File: src/rtl/adc_hif_pkg.sv
package adc_hif_pkg;
  localparam int unsigned WORD_W   = 12;
  localparam int unsigned BYTE_W   = 8;
  localparam int unsigned SYNC_N   = 2;
  localparam int unsigned CTRL_W   = 5;
  // control vector bit positions
  localparam int unsigned C_CE     = 0;
  localparam int unsigned C_CSN    = 1;
  localparam int unsigned C_RC     = 2;
  localparam int unsigned C_A0     = 3;
  localparam int unsigned C_M12    = 4;
  // idle levels: enable low, select high, read high, a0 low, word mode
  localparam logic [CTRL_W-1:0] CTRL_IDLE = 5'b10110;

  typedef enum logic [1:0] {RD_OFF, RD_WORD, RD_HI, RD_LO} rd_sel_e;
endpackage

File: src/rtl/hif_sync.sv
module hif_sync #(
  parameter int unsigned W      = 5,
  parameter int unsigned STAGES = 2,
  parameter logic [W-1:0] RST_VAL = '0
) (
  input  logic         clk,
  input  logic         rst_n,
  input  logic [W-1:0] d_i,
  output logic [W-1:0] q_o
);
  logic [W-1:0] stg [STAGES];

  always_ff @(posedge clk or negedge rst_n) begin
    if (!rst_n) begin
      for (int s = 0; s < int'(STAGES); s++) stg[s] <= RST_VAL;
    end else begin
      stg[0] <= d_i;
      for (int s = 1; s < int'(STAGES); s++) stg[s] <= stg[s-1];
    end
  end

  assign q_o = stg[STAGES-1];
endmodule

File: src/rtl/hif_start_ctrl.sv
module hif_start_ctrl (
  input  logic clk,
  input  logic rst_n,
  input  logic ce_s,
  input  logic csn_s,
  input  logic rc_s,
  input  logic a0_s,
  input  logic busy_i,
  output logic start_o,
  output logic len8_o
);
  logic req, req_q, trig;
  logic start_q, len8_q;

  // request holds when all three conditions meet; its rise marks the last arrival
  assign req  = ce_s & ~csn_s & ~rc_s;
  assign trig = req & ~req_q;

  always_ff @(posedge clk or negedge rst_n) begin
    if (!rst_n) begin
      req_q   <= 1'b0;
      start_q <= 1'b0;
      len8_q  <= 1'b0;
    end else begin
      req_q   <= req;
      start_q <= trig & ~busy_i;
      if (trig) len8_q <= a0_s;  // recaptured even when refused
    end
  end

  assign start_o = start_q;
  assign len8_o  = len8_q;
endmodule

File: src/rtl/hif_read_mux.sv
module hif_read_mux
  import adc_hif_pkg::*;
#(
  parameter int unsigned DW = WORD_W,
  parameter int unsigned BW = BYTE_W
) (
  input  logic          ce_s,
  input  logic          csn_s,
  input  logic          rc_s,
  input  logic          a0_s,
  input  logic          m12_s,
  input  logic          busy_i,
  input  logic [DW-1:0] result_i,
  output logic [DW-1:0] dout_o,
  output logic [DW-1:0] doe_o
);
  localparam int unsigned LOW_W = DW - BW;

  rd_sel_e sel;
  logic    rd_en;

  assign rd_en = rc_s & ~busy_i & ce_s & ~csn_s;

  always_comb begin
    if (!rd_en)     sel = RD_OFF;
    else if (m12_s) sel = RD_WORD;
    else if (!a0_s) sel = RD_HI;
    else            sel = RD_LO;
  end

  for (genvar i = 0; i < int'(DW); i++) begin : g_lane
    localparam bit IN_HI  = (i >= int'(LOW_W));
    localparam bit IN_LO  = (i < int'(BW));
    localparam bit LO_DAT = (i < int'(LOW_W));
    logic oe, d;
    always_comb begin
      oe = 1'b0;
      d  = 1'b0;
      unique case (sel)
        RD_WORD: begin oe = 1'b1;  d = result_i[i]; end
        RD_HI:   begin oe = IN_HI; d = IN_HI  ? result_i[i] : 1'b0; end
        RD_LO:   begin oe = IN_LO; d = LO_DAT ? result_i[i] : 1'b0; end
        default: begin oe = 1'b0;  d = 1'b0; end
      endcase
    end
    assign doe_o[i]  = oe;
    assign dout_o[i] = d;
  end
endmodule

File: src/rtl/adc_host_if.sv
module adc_host_if
  import adc_hif_pkg::*;
(
  input  logic              clk,
  input  logic              rst_n,
  input  logic              ce_i,
  input  logic              cs_n_i,
  input  logic              rc_i,
  input  logic              a0_i,
  input  logic              mode12_i,
  input  logic              busy_i,
  input  logic [WORD_W-1:0] result_i,
  output logic              start_o,
  output logic              len8_o,
  output logic [WORD_W-1:0] dout_o,
  output logic [WORD_W-1:0] doe_o
);
  logic [CTRL_W-1:0] ctrl_raw, ctrl_s;

  always_comb begin
    ctrl_raw        = '0;
    ctrl_raw[C_CE]  = ce_i;
    ctrl_raw[C_CSN] = cs_n_i;
    ctrl_raw[C_RC]  = rc_i;
    ctrl_raw[C_A0]  = a0_i;
    ctrl_raw[C_M12] = mode12_i;
  end

  hif_sync #(.W(CTRL_W), .STAGES(SYNC_N), .RST_VAL(CTRL_IDLE)) u_sync (
    .clk  (clk),
    .rst_n(rst_n),
    .d_i  (ctrl_raw),
    .q_o  (ctrl_s)
  );

  hif_start_ctrl u_start (
    .clk    (clk),
    .rst_n  (rst_n),
    .ce_s   (ctrl_s[C_CE]),
    .csn_s  (ctrl_s[C_CSN]),
    .rc_s   (ctrl_s[C_RC]),
    .a0_s   (ctrl_s[C_A0]),
    .busy_i (busy_i),
    .start_o(start_o),
    .len8_o (len8_o)
  );

  hif_read_mux #(.DW(WORD_W), .BW(BYTE_W)) u_rd (
    .ce_s    (ctrl_s[C_CE]),
    .csn_s   (ctrl_s[C_CSN]),
    .rc_s    (ctrl_s[C_RC]),
    .a0_s    (ctrl_s[C_A0]),
    .m12_s   (ctrl_s[C_M12]),
    .busy_i  (busy_i),
    .result_i(result_i),
    .dout_o  (dout_o),
    .doe_o   (doe_o)
  );
endmodule

File: config.mk
export PLATFORM = sky130hd
export DESIGN_NAME = adc_host_if
export DESIGN_NICKNAME = d
export VERILOG_FILES = /design/src/rtl/adc_hif_pkg.sv /design/src/rtl/hif_sync.sv /design/src/rtl/hif_start_ctrl.sv /design/src/rtl/hif_read_mux.sv /design/src/rtl/adc_host_if.sv
export SDC_FILE = /design/constraint.sdc
export NUM_CORES = 1
export LEC_CHECK = 0
export BUFFER_PORTS_ARGS = -buffer_cell sky130_fd_sc_hd__buf_2
export CORE_UTILIZATION = 45
export CTS_BUF_LIST = sky130_fd_sc_hd__clkbuf_8
export CTS_CLUSTER_SIZE = 20
export DETAILED_ROUTE_END_ITERATION = 10
export PLACE_DENSITY = 0.84
export SETUP_SLACK_MARGIN = 0.5
export SLEW_MARGIN = 20
export SYNTH_ARGS = -nofsm -noshare
export SYNTH_HDL_FRONTEND = slang
export SYNTH_SLANG_ARGS = --single-unit
File: constraint.sdc
create_clock -name clk -period 3.8 [get_ports clk]
set_input_delay 0 -clock clk [delete_from_list [all_inputs] [get_ports clk]]
set_output_delay 0 -clock clk [all_outputs]
set_load 0.01 [all_outputs]
==> qor.yml <==
start_util_pct: 50.8
synth-seq-cells: 13
timing.fmax_mhz: 503
max_stage_delay_ns: 0.57
wl_per_cell_um: 9.68
cp_data_required_time_ns: 3.80
layout_common_cells: "45 x buf_2, 8 x and2_1, 7 x dlygate4sd3_1, 7 x dfrtp_1, 6 x dfstp_2"
rr_endpoint: "u_start.len8_o$_DFFE_PN0P_"
cts_tree: "built"
tns_ns: 0
grt_max_degree: 14
endpoint: "dout_o[4]"
port-buffer-count: 45
io_pins: 46
nNetsFinal: 114
grt_first_pass_wirelength_um: 1380
dp_slack_ns: 2.04
synth_area_per_cell_um2: 11.6
drtIter0Drc: 0
fin_worst_skew_ns: 0.00378
cp-startpoint: "u_sync.q_o[2]$_DFF_PN1_"
antenna_found_initial: 0
slew_headroom_pct: 77.2
worstSkewPairLatency_ns: 0.24
grt-ovfl-total: 0
die_x_um: 41.3
n_antenna_cell: 0
clock_path_buffers: 2
chipHeight_um: 41.3
drv_cap: 0
fin_util_pct: 63.9
clkTransAtPathRegs_ns: 0.05
num_vias: 459
crit_arrival_ns: 1.99
slowest_stage: "dfstp_2"
r2r_start: "u_sync.q_o[1]$_DFF_PN1_"
p_leak_nw: 0.487
hold_class: "in2async"
final_common_cell: "buf_2"
syn-cell-area_um2: 694
critPathMaxFanout: 12
design.core.area_mm2: 0.00137
cts_buffers: 3
maxSlewViolCount: 0
gp_congestion: 0.601
hold_viol: 0
dr.pass1.iters: 1
layout_setup_ws_ns: 1.81
multiInputGateArea_um2: 178
worstPathCellList: "nand4bb_2 > or2_1 > ha_1 > and2_1 > buf_2"
rows: 13
clock_sinks: 13
synthesis.nets: 81
htree_levels: 1
grt_usage_pct: 13.3
seqCellArea_um2: 333
ant_nets: 0
dp_hpwl_um: 865
ir_worst_vdd_mv: 0.237
nFillCells: 108
power_per_cell_area_mw_per_mm2: 353
drc_errors: 0
ys_warn_count: 0
drive_gt1_share_pct: 60.9
grt_use_met1_pct: 10.6
cts_root_buf: "clkbuf_8"
setup_violations: 0
cts_resized: 0
grt_pass1_vias: 366
crit_path_start_kind: "register"
fin_crit_ns: 1.99
outcome: "finished, final reports clean"
period_share_pct: 52.4
crit_type: "reg2out"
tightest_slew_ns: 0.341
yosys.cell_types.count: 13
area_growth_pct: 25.8
rsz0062_at_grt: "no"
grtUsageMet2_pct: 27.7
grt_use_met3_pct: 4.89
synth_cells: 60
busiest_layer: "met2"
routed_wl_um: 1040
dieArea_mm2: 0.00170
seq_area_frac_synth_pct: 47.9
rr_worst_depth: 2
ff2ff_setup_slack_ns: 2.64
end_kind: "output port"
via_per_inst: 4.29
==> timing repair <==
item	4_1_cts	5_1_grt
setup buffers	0	0
hold endpoints to repair	19	0
hold buffers	7	0
==> final cells by class <==
class / instances / share of cell area, %
Clock inverter: 1 / 0.430
Clock buffer: 3 / 4.73
Inverter: 1 / 0.430
Multi-Input combinational cell: 22 / 20.3
Timing Repair Buffer: 52 / 33.8
Tap cell: 15 / 2.15
Sequential cell: 13 / 38.1
==> metrics by stage <==
step | hold WS (ns) | instance area [um^2] | cells | total power, W
final | 0.175 | 873 | 107 | 0.000308
after global routing | 0.194 | 873 | 107 | 0.000325
after CTS | 0.175 | 873 | 107 | 0.000312
after detailed placement | -0.107 | 758 | 96 | 0.000192
after global placement | -0.117 | 758 | 96 | 0.000190
after floorplan | -0.296 | 694 | 60 | 0.000179
==> worst max-delay path, delay by kind of cell, from the launching register on <==
kind	cells	cell delay, ns
and+or+nand+nor	3	0.66
DFF	1	0.57
adders and majority gates	1	0.39
buffers and inverters	1	0.13
==> synth_stat cells <==
| library cell | instances | area, um^2 |
|---|---|---|
| buf_4 | 24 | 180 |
| and2_1 | 8 | 50.1 |
| dfrtp_1 | 7 | 175 |
| dfstp_2 | 6 | 158 |
| nor3b_1 | 5 | 37.5 |
| nor2_1 | 2 | 7.51 |
| or2_1 | 2 | 12.5 |
| ha_1 | 1 | 12.5 |
| inv_1 | 1 | 3.75 |
| mux2_1 | 1 | 11.3 |
| nand4bb_2 | 1 | 16.3 |
| nor2b_1 | 1 | 6.26 |
| nor4b_4 | 1 | 23.8 |
==> layer usage <==
| metal | routed length [um] | up-vias | part of all wire [%] |
|---|---|---|---|
| li1 | - | 230 | - |
| met1 | 346 | 200 | 33 |
| met2 | 601 | 29 | 58 |
| met3 | 87 | 0 | 8.4 |
| met4 | 0 | 0 | 0 |
| met5 | 0 | - | 0 |
==> state kept, by name, summed over array words and instances, names as in the netlist <==
register / flops
u_sync.stg: 5
u_sync.q_o: 5
u_start.start_o: 1
u_start.len8_o: 1
u_start.req_q: 1
==> report_power, final <==
group / leakage (nW) / internal (W) / switching, W
Sequential: 0.149 / 0.000150 / 0.00000437
Combinational: 0.312 / 0.0000234 / 0.0000173
Clock: 0.0269 / 0.0000708 / 0.0000428
Total: 0.487 / 0.000244 / 0.0000645
==> kinds of logic (layout without fill, tap and decap cells) <==
kind of cell,Yosys count,after routing,synth area share (%)
adders and majority gates,1,1,1.80
buffers and inverters,25,57,26.5
muxes,1,1,1.62
and+or+nand+nor,20,20,22.2
DFF,13,13,47.9
==> worst min-delay path by stage <==
stage	from	cells past startpoint	endpoint
global route	rst_n	2	u_start.start_o$_DFF_PN0_
detailed placement	rst_n	1	u_sync.stg[5]$_DFF_PN0_
global placement	rst_n	1	u_sync.stg[8]$_DFF_PN0_
floorplan	rst_n	0	u_start.len8_o$_DFFE_PN0P_
CTS	rst_n	2	u_sync.stg[5]$_DFF_PN0_
finish	rst_n	2	u_sync.stg[5]$_DFF_PN0_
No activity file was read; power rests on OpenSTA's default activity.
